File: config.mk
export PLATFORM = sky130hd
export DESIGN_NAME = pgood_delay_seq
export DESIGN_NICKNAME = d
export VERILOG_FILES = /design/src/rtl/pgseq_pkg.sv /design/src/rtl/pgseq_rail.sv /design/src/rtl/pgseq_delay.sv /design/src/rtl/pgood_delay_seq.sv
export SDC_FILE = /design/constraint.sdc
export NUM_CORES = 1
export LEC_CHECK = 0
export CAP_MARGIN = 20
export CORE_MARGIN = 2
export CORE_UTILIZATION = 37
export CTS_BUF_LIST = sky130_fd_sc_hd__clkbuf_2
export CTS_CLUSTER_DIAMETER = 30
export DETAILED_ROUTE_END_ITERATION = 6
export DONT_BUFFER_PORTS = 1
export SKIP_CTS_REPAIR_TIMING = 1
export SLEW_MARGIN = 20
export SYNTH_ARGS = -nofsm -noshare
export SYNTH_HDL_FRONTEND = slang
export SYNTH_SLANG_ARGS = --single-unit
File: constraint.sdc
create_clock -name clk -period 3.2 [get_ports clk]
set_input_delay 0.64 -clock clk [delete_from_list [all_inputs] [get_ports clk]]
set_output_delay 0.64 -clock clk [all_outputs]
set_load 0.05 [all_outputs]
File: src/rtl/pgseq_pkg.sv
package pgseq_pkg;

    typedef enum logic [1:0] {
        S_OFF   = 2'd0,
        S_ARM   = 2'd1,
        S_DELAY = 2'd2,
        S_GOOD  = 2'd3
    } seq_state_t;

    localparam int RAILS = 2;

endpackage

File: src/rtl/pgseq_rail.sv
module pgseq_rail #(
    parameter int MASK_CYC = 250000
) (
    input  logic clk,
    input  logic rst_n,
    input  logic en,
    input  logic above_hi,
    input  logic below_lo,
    input  logic in_good,
    output logic ready,
    output logic active,
    output logic active_rise,
    output logic excused
);

    localparam int MW = $clog2(MASK_CYC + 1);

    logic          rdy_q;
    logic          act_prev;
    logic          en_prev;
    logic          en_rise;
    logic [MW-1:0] mask_cnt;

    assign ready       = rdy_q;
    assign active      = en & rdy_q;
    assign active_rise = active & ~act_prev;
    assign en_rise     = in_good & en & ~en_prev;
    assign excused     = en_rise | (mask_cnt != '0);

    always_ff @(posedge clk) begin
        if (!rst_n) begin
            rdy_q    <= 1'b0;
            act_prev <= 1'b0;
            en_prev  <= 1'b0;
            mask_cnt <= '0;
        end else begin
            // hysteresis: lower threshold wins, otherwise hold
            if (below_lo)
                rdy_q <= 1'b0;
            else if (above_hi)
                rdy_q <= 1'b1;
            act_prev <= active;
            en_prev  <= en;
            if (en_rise)
                mask_cnt <= MW'(MASK_CYC - 1);
            else if (!in_good)
                mask_cnt <= '0;
            else if (mask_cnt != '0)
                mask_cnt <= mask_cnt - 1'b1;
        end
    end

    p_ready_fall_r1: assert property (@(posedge clk) disable iff (!rst_n)
        $fell(rdy_q) |-> $past(below_lo));

    p_ready_rise_r1: assert property (@(posedge clk) disable iff (!rst_n)
        $rose(rdy_q) |-> ($past(above_hi) && !$past(below_lo)));

    p_mask_in_good_r7: assert property (@(posedge clk) disable iff (!rst_n)
        (mask_cnt != '0) |-> $past(in_good));

endmodule

File: src/rtl/pgseq_delay.sv
module pgseq_delay #(
    parameter int DLY_DEF   = 2500000,
    parameter int DLY_SHORT = 2500,
    parameter int DLY_MID   = 5000000,
    parameter int DLY_LONG  = 10000000
) (
    input  logic       clk,
    input  logic       rst_n,
    input  logic       load,
    input  logic [1:0] sel,
    input  logic       run,
    output logic       done
);

    localparam int MAX_AB = (DLY_DEF > DLY_SHORT) ? DLY_DEF : DLY_SHORT;
    localparam int MAX_CD = (DLY_MID > DLY_LONG) ? DLY_MID : DLY_LONG;
    localparam int MAXV   = (MAX_AB > MAX_CD) ? MAX_AB : MAX_CD;
    localparam int CW     = $clog2(MAXV + 1);

    logic [CW-1:0] cnt;

    function automatic logic [CW-1:0] span_m1(input logic [1:0] s);
        logic [CW-1:0] v;
        unique case (s)
            2'b00: v = CW'(DLY_DEF - 1);
            2'b01: v = CW'(DLY_SHORT - 1);
            2'b10: v = CW'(DLY_MID - 1);
            2'b11: v = CW'(DLY_LONG - 1);
        endcase
        return v;
    endfunction

    always_ff @(posedge clk) begin
        if (!rst_n)
            cnt <= '0;
        else if (load)
            cnt <= span_m1(sel);
        else if (run && cnt != '0)
            cnt <= cnt - 1'b1;
    end

    assign done = (cnt == '0);

endmodule

File: src/rtl/pgood_delay_seq.sv
module pgood_delay_seq
    import pgseq_pkg::*;
#(
    parameter int DLY_DEF   = 2500000,
    parameter int DLY_SHORT = 2500,
    parameter int DLY_MID   = 5000000,
    parameter int DLY_LONG  = 10000000,
    parameter int MASK_CYC  = 250000
) (
    input  logic       clk,
    input  logic       rst_n,
    input  logic       en_r0,
    input  logic       hi_r0,
    input  logic       lo_r0,
    input  logic       en_r1,
    input  logic       hi_r1,
    input  logic       lo_r1,
    input  logic [1:0] dly_sel,
    output logic       por_n
);

    seq_state_t st, st_nxt;

    logic [RAILS-1:0] en_v, hi_v, lo_v;
    logic [RAILS-1:0] rdy_v, act_v, rise_v, exc_v;
    logic             in_good;
    logic             any_en, all_ok, trig, viol;
    logic             dly_load, dly_done;

    assign en_v    = {en_r1, en_r0};
    assign hi_v    = {hi_r1, hi_r0};
    assign lo_v    = {lo_r1, lo_r0};
    assign in_good = (st == S_GOOD);

    for (genvar i = 0; i < RAILS; i++) begin : g_rail
        pgseq_rail #(.MASK_CYC(MASK_CYC)) u_rail (
            .clk         (clk),
            .rst_n       (rst_n),
            .en          (en_v[i]),
            .above_hi    (hi_v[i]),
            .below_lo    (lo_v[i]),
            .in_good     (in_good),
            .ready       (rdy_v[i]),
            .active      (act_v[i]),
            .active_rise (rise_v[i]),
            .excused     (exc_v[i])
        );
    end

    assign any_en = |en_v;
    assign all_ok = any_en & (&(~en_v | rdy_v));
    assign trig   = |rise_v;
    assign viol   = |(en_v & ~rdy_v & ~exc_v);

    // next-state logic
    always_comb begin
        st_nxt = st;
        unique case (st)
            S_OFF, S_ARM: begin
                if (!any_en)      st_nxt = S_OFF;
                else if (trig)    st_nxt = S_DELAY;
                else              st_nxt = S_ARM;
            end
            S_DELAY: begin
                if (!any_en)      st_nxt = S_OFF;
                else if (dly_done) st_nxt = all_ok ? S_GOOD : S_ARM;
            end
            S_GOOD: begin
                if (!any_en)      st_nxt = S_OFF;
                else if (viol)    st_nxt = S_DELAY;
            end
        endcase
    end

    assign dly_load = (st != S_DELAY) && (st_nxt == S_DELAY);

    pgseq_delay #(
        .DLY_DEF   (DLY_DEF),
        .DLY_SHORT (DLY_SHORT),
        .DLY_MID   (DLY_MID),
        .DLY_LONG  (DLY_LONG)
    ) u_delay (
        .clk   (clk),
        .rst_n (rst_n),
        .load  (dly_load),
        .sel   (dly_sel),
        .run   (st == S_DELAY),
        .done  (dly_done)
    );

    // state register
    always_ff @(posedge clk) begin
        if (!rst_n)
            st <= S_OFF;
        else
            st <= st_nxt;
    end

    // outputs
    always_comb begin
        por_n = (st == S_GOOD);
    end

    p_rise_after_delay_r3: assert property (@(posedge clk) disable iff (!rst_n)
        $rose(por_n) |-> ($past(st) == S_DELAY && $past(dly_done)));

    p_no_restart_r4: assert property (@(posedge clk) disable iff (!rst_n)
        (st == S_DELAY && !dly_done && any_en) |=> (st == S_DELAY && !por_n));

    p_incomplete_low_r5: assert property (@(posedge clk) disable iff (!rst_n)
        (st == S_DELAY && dly_done && !all_ok) |=> !por_n);

    p_drop_restarts_r6: assert property (@(posedge clk) disable iff (!rst_n)
        (por_n && any_en && (|(en_v & ~rdy_v & ~exc_v))) |=> (st == S_DELAY));

    p_off_low_r8: assert property (@(posedge clk) disable iff (!rst_n)
        (!en_r0 && !en_r1) |=> !por_n);

endmodule

==> flow_metrics.tcl, run 1 <==
set metrics [dict create \
    ys_ff_latch 68 \
    start_util 0.381 \
    ys_types 48 \
    core_um2 9200 \
    syn_nets 429 \
    clock_sinks 68 \
    period_needed_ps 2660 \
    fmax_mhz 376 \
    crit_path_top_delay_cell "or4_4" \
    final_antenna_net_count 0 \
    synthMuxAreaShare 0.00607 \
    worst_hold_path_type "in2reg" \
    syn_inst 408 \
    ys_seq_area_frac 0.388 \
    synth_top_area_share 0.388 \
    synthTopCellsByArea "dfxtp_1, xnor2_1, xor2_1, nor2_1, a21oi_1" \
    path_max_fanout 35 \
    cp_data_required_time_ps 3610 \
    gp_congestion 0.802 \
    final_common_cell "dfxtp_1" \
    worstSetupPathType "reg2reg" \
    critPathArrivalTime_ps 3070 \
    endpoint "u_delay.cnt[19]" \
    avgSynthCellArea_um2 8.59 \
    rr_worst_depth 6 \
    post-route-util 0.406 \
    path_buf_inv 0 \
    hold_viol 0 \
    path_delay_family "compound AO/OA/AOI/OAI gates" \
    r2r_start "g_rail[1].u_rail.mask_cnt[9]" \
    grt_usage 0.148 \
    path_depth 6 \
    placementRows 35 \
    post-place-ws_ps 596 \
    cts_root_buf "clkbuf_2" \
    start_kind "flip-flop" \
    hpwl_mm 5.00 \
    wl_mm 7.16 \
    synth_area_um2 3510 \
    tns_ps 0 \
    final-setup-viol-count 0 \
    antenna_found_initial 0 \
    die_area_um2 10300 \
    syn_to_final_growth_pct 6.57 \
    synth_fa_ha_area_frac 0.0393 \
    synth_edf_count 0 \
    drcViolationCount 0 \
    rsz0062_at_grt "no" \
    io_pins 11 \
    grt_pass1_vias 2560 \
    via_per_inst 5.33 \
    first_pass_iters 4 \
    p_leak_nw 1.38 \
    synth_top_area_cell "dfxtp_1" \
    min_path_cells 1 \
    cp_cell_sequence "or4_4 > or3_1 > o31ai_4 > o21bai_4 > o31ai_1 > a21oi_1" \
    clk_latency_ps 530 \
    post_drt_wl_per_cell_um 13.8 \
    mostFrequentLayoutCells "dfxtp_1, nor2_1, a21oi_1, xnor2_1, xor2_1" \
    drive_gt1_frac 0.0782 \
    period_share 0.830 \
    cts.reportedPaths.clkPinSlew_ps 200 \
    clockBufferDepth 2 \
    grt_pass1_wl_mm 12.1 \
    startpoint "g_rail[1].u_rail.mask_cnt[9]" \
    fin_skew_ps 16.0 \
    outcome "finished, final reports clean" \
    endpoint_kind "flip-flop" \
    yosysWarnings 0 \
    nets 425 \
    maxCapViolations 0 \
    dr.first_iter.drc_count 94 \
    synth_compound_area_frac 0.146 \
    timing.hold.ws_ps 149 \
    via_count 2771 \
    r2r_end "u_delay.cnt[19]" \
    max_stage_delay_ps 530 \
    n_antenna_cell 0 \
    io_buffers 0 \
    dieWidth_um 101 \
    grt_max_degree 36 \
    synth_top_family_by_area "simple AND/OR/NAND/NOR gates" \
    worst_ir_drop_vdd_mv 0.245 \
    synth-simple-area-share 0.266 \
    yosys_most_used_dff "dfxtp_1" \
    slew_viol_final 0 \
    cts_buffers 9 \
    cts_tree "built" \
    synthArstFlopShare 0 \
    r2r_slack_ps 540 \
    synth_xor_area_frac 0.117 \
    htreeDepth 3 \
    worst_slack_ps 544 \
    power_density_nw_per_um2 559 \
    worst_pin_slew_ps 794 \
    grt_overflow 0 \
    slew_headroom 0.468 \
    die_h_um 101 \
]
==> synth_stat cells, types with 5 or more instances <==
cell,n
dfxtp_1,68
nor2_1,47
a21oi_1,35
xnor2_1,25
xor2_1,22
nand2_1,20
nor3_1,17
o21ai_0,17
nor4_1,16
inv_1,12
clkbuf_1,11
ha_1,11
nand4_1,10
nand3_1,8
and3_1,7
or4_1,7
nor2b_1,6
nand2b_1,5
nor3b_1,5
o22ai_1,5
or3_1,5
==> per-stage QoR <==
stage / power [W] / area, µm² / cells
floorplan: 0.00135 / 3510 / 408
global placement: 0.00142 / 3570 / 504
detailed placement: 0.00142 / 3570 / 504
CTS: 0.00211 / 3740 / 520
global route: 0.00221 / 3740 / 520
finish: 0.00209 / 3740 / 520
==> logic make-up after synthesis <==
| family | count (synthesis) |
|---|---|
| DFF | 68 |
| muxes | 2 |
| adders and majority gates | 11 |
| buffers and inverters | 28 |
| and+or+nand+nor | 171 |
| AOI/OAI and AO/OA | 81 |
| xor gates and xnor gates | 47 |
==> layout make-up <==
cell class                 count  area, µm²
sequential                    68       1360
timing repair buffer           1       7.51
fill                         960       5460
clock inverter                 7        124
multi-input combinational    312       2010
clock buffer                   9       45.0
tap                          111        139
inverter                      12       45.0
==> metal layers <==
layer  GRT usage  part of all wire
met5           0                 0
met4      0.0686             0.021
met3      0.0255             0.022
met2       0.226              0.45
met1       0.204              0.51
==> power by group <==
part	switching, W	internal [W]	total [W]
Combinational	0.000260	0.000190	0.000449
Sequential	0.0000548	0.000902	0.000957
Clock	0.000342	0.000342	0.000684
Total	0.000657	0.00143	0.00209
==> worst reg2reg max path: cells and delay by family (launching register included) <==
kind	cells	cell delay, ps
AND/OR/NAND/NOR	2	1000
AO/OA/AOI/OAI	4	1140
flip-flops	1	400
==> registers in the layout (all words and copies together) (netlist names) <==
signal,flops
g_rail.u_rail.act_prev,2
g_rail.u_rail.en_prev,2
g_rail.u_rail.ready,2
st,2
u_delay.cnt,24
g_rail.u_rail.mask_cnt,36
==> how the worst min path moves through the flow <==
stage / slack, ps / end / startpoint
6_report: 150 / g_rail[1].u_rail.ready / lo_r1
4_1_cts: 140 / g_rail[0].u_rail.ready / lo_r0
2_1_floorplan: 480 / g_rail[0].u_rail.mask_cnt[13] / g_rail[0].u_rail.mask_cnt[13]
3_5_place_dp: 510 / g_rail[1].u_rail.act_prev / g_rail[1].u_rail.ready
3_3_place_gp: 500 / g_rail[0].u_rail.mask_cnt[13] / g_rail[0].u_rail.mask_cnt[13]
5_1_grt: 120 / g_rail[0].u_rail.ready / lo_r0
Note: power is estimated with default switching activity, not from simulation.
==> run 2: changes to the inputs <==
--- a/config.mk
+++ b/config.mk
@@ -5,6 +5,7 @@
 export SDC_FILE = /design/constraint.sdc
 export NUM_CORES = 1
 export LEC_CHECK = 0
+export ABC_AREA = 1
 export CAP_MARGIN = 20
 export CORE_MARGIN = 2
 export CORE_UTILIZATION = 37
==> constraint.sdc (replaced) <==
create_clock -name clk -period 2.7 [get_ports clk]
set_input_delay 0.54 -clock clk [delete_from_list [all_inputs] [get_ports clk]]
set_output_delay 0.54 -clock clk [all_outputs]
set_load 0.05 [all_outputs]
==> run 2 against run 1 <==
Compared with the run above:
- via count increased by 37%
- clock skew increased by 12 ps
- critical path depth increased by 6
- total power increased by 25%
- count of clock-buffer cells in the layout unchanged
- combinational power increased by 80%
- worst hold slack got worse by 92 ps
- flip-flop and latch count unchanged
- largest power group unchanged
- highest routed layer unchanged
==> flow_metrics.tcl, run 2 <==
set metrics [dict create \
    ys_types 36 \
    synth_top_area_cell "dfxtp_1" \
    final_antenna_net_count 0 \
    final_common_cell "nand2_1" \
    endpoint_kind "flip-flop" \
    n_fill_cell 1178 \
    cp_cell_sequence "inv_1 > ha_1 > nand3_1 > nor2_1 > nand4_1 > nand3_2 > nand4_4 > buf_4 > o21ai_1 > nand2_1 > inv_1 > nor2_1" \
    via_per_inst 4.87 \
    synth_compound_area_frac 0.0838 \
    clock_sinks 68 \
    synth_fa_ha_area_frac 0.0332 \
    io_pins 11 \
    synth-simple-area-share 0.377 \
    synth.cells.most_frequent "nand2_1, nor2_1, inv_1, dfxtp_1, nand3_1" \
    synthMuxAreaShare 0 \
    worst_ir_drop_vdd_mv 0.270 \
    worst_hold_path_type "in2reg" \
    yosysWarnings 0 \
    mostFrequentLayoutCells "nand2_1, nor2_1, inv_1, dfxtp_1, nand3_1" \
    outcome "finished, final reports clean" \
    via_count 3784 \
    die_area_um2 12100 \
    seq_area_um2 1360 \
    r2r_slack_ps 460 \
    die_h_um 110 \
    critPathArrivalTime_ps 2690 \
    wl_mm 9.22 \
    max_stage_delay_ps 400 \
    path_max_fanout 23 \
    endpoint "u_delay.cnt[18]" \
    cts_tree "built" \
    ys_ff_latch 68 \
    synthArstFlopShare 0 \
    largest_reg_flops 36 \
    synth_xor_area_frac 0.0697 \
    crit_path_top_delay_cell "dfxtp_1" \
    p_leak_nw 2.25 \
    cts_buffers 9 \
    timing.hold.ws_ps 57.1 \
    final_cells 777 \
    drcViolationCount 0 \
    drive_gt1_frac 0.0818 \
    nets 652 \
    core_um2 10900 \
    grt_overflow 0 \
    path_buf_inv 3 \
    dieWidth_um 110 \
    avgSynthCellArea_um2 6.64 \
    hold_viol 0 \
    first_pass_iters 5 \
    start_util 0.381 \
    syn_nets 646 \
    grt_pass1_wl_mm 15.5 \
    fin_skew_ps 28.1 \
    clockBufferDepth 2 \
    period_share 0.830 \
    worstSetupPathType "reg2reg" \
    ys_seq_area_frac 0.328 \
    cts_root_buf "clkbuf_2" \
    syn_inst 625 \
    slew_viol_final 0 \
    clk_latency_ps 560 \
    grt_usage 0.163 \
    cts.reportedPaths.clkPinSlew_ps 220 \
    hpwl_mm 6.79 \
    synthTopCellsByArea "dfxtp_1, nand2_1, nor2_1, inv_1, nand3_1" \
    reg.largest.list "g_rail.u_rail.mask_cnt: 36 flops, u_delay.cnt: 24 flops" \
    placementRows 38 \
    synth_area_um2 4150 \
    start_kind "flip-flop" \
    rsz0062_at_grt "no" \
    r2r_start "g_rail[1].u_rail.mask_cnt[0]" \
    fmax_mhz 446 \
    htreeDepth 3 \
    synth_most_common_cell "nand2_1" \
    final-setup-viol-count 0 \
    dr.first_iter.drc_count 178 \
    io_buffers 0 \
    syn_to_final_growth_pct 7.09 \
    power_density_nw_per_um2 589 \
    rr_worst_depth 12 \
    r2r_end "u_delay.cnt[18]" \
    antenna_found_initial 0 \
    multiInputGateArea_um2 2340 \
    synth_top_family_by_area "simple AND/OR/NAND/NOR gates" \
    yosys_most_used_dff "dfxtp_1" \
    tns_ps 0 \
    worst_pin_slew_ps 611 \
    placed_cells 757 \
    maxCapViolations 0 \
    startpoint "g_rail[1].u_rail.mask_cnt[0]" \
    synth_edf_count 0 \
    slew_headroom 0.589 \
    max_flop_register "g_rail.u_rail.mask_cnt" \
    grt_pass1_vias 3363 \
    path_delay_family "simple AND/OR/NAND/NOR gates" \
    cp_data_required_time_ps 3150 \
    synth_top_area_share 0.328 \
    gp_congestion 0.873 \
    period_needed_ps 2240 \
    grt_max_degree 31 \
    path_depth 12 \
    post_drt_wl_per_cell_um 11.9 \
]
run 2: changes by cell type after synthesis, sizes merged, moves of 7 or more:
cell,delta
nor2,+61
nand3,+49
nand2,+117
or4,-8
and3,-7
nor4,-14
xnor2,-16
inv,+83
run 2: cells by family after synthesis:
group	after synthesis
buffers and inverters	109
AOI/OAI and AO/OA	67
DFF	68
adders and majority gates	11
xor gates and xnor gates	33
and+or+nand+nor	337
run 2: cell type report:
cell class / instances / area share
Timing Repair Buffer: 9 / 0.0169
Clock buffer: 9 / 0.0101
Tap cell: 140 / 0.0394
Inverter: 95 / 0.0803
Multi-Input combinational cell: 448 / 0.526
Clock inverter: 7 / 0.0203
Sequential cell: 68 / 0.306
Antenna cell: 1 / 0.000563
run 2: power breakdown:
part / total, W / switching [W] / internal, W
Clock: 0.000707 / 0.000403 / 0.000304
Sequential: 0.00110 / 0.0000445 / 0.00106
Combinational: 0.000809 / 0.000508 / 0.000301
run 2: through the flow:
step	setup WS [ps]	cell area, µm²	power (W)	utilization
detailed placement	501	4280	0.00192	0.393
finish	460	4440	0.00262	0.408
CTS	463	4410	0.00264	0.405
floorplan	952	4150	0.00180	-
global route	135	4440	0.00280	0.408
global placement	516	4280	0.00192	0.393
run 2: worst reg2reg max path: stages, from the launching register on:
cell and delay [ps]:
dfxtp_1 400, inv_1 130, ha_1 150, nand3_1 130, nor2_1 170, nand4_1 140
nand3_2 140, nand4_4 280, buf_4 350, o21ai_1 130, nand2_1 60, inv_1 50
nor2_1 30
run 2: worst min-delay path by stage:
stage                             startpoint                       endpoint  cells after the start
4_1_cts                                lo_r1         g_rail[1].u_rail.ready                      1
2_1_floorplan         g_rail[1].u_rail.ready      g_rail[1].u_rail.act_prev                      2
3_3_place_gp   g_rail[0].u_rail.mask_cnt[11]  g_rail[0].u_rail.mask_cnt[11]                      2
5_1_grt                                en_r1       g_rail[1].u_rail.en_prev                      2
6_report                               en_r1       g_rail[1].u_rail.en_prev                      2
3_5_place_dp    g_rail[0].u_rail.mask_cnt[1]   g_rail[0].u_rail.mask_cnt[1]                      2
run 2: per-layer routing:
layer,global-route usage,up-vias,wire (µm)
met5,0,-,0
li1,-,1980,-
met3,0.0445,12,411
met4,0.0506,0,143
met1,0.201,1715,4480
met2,0.275,77,4180
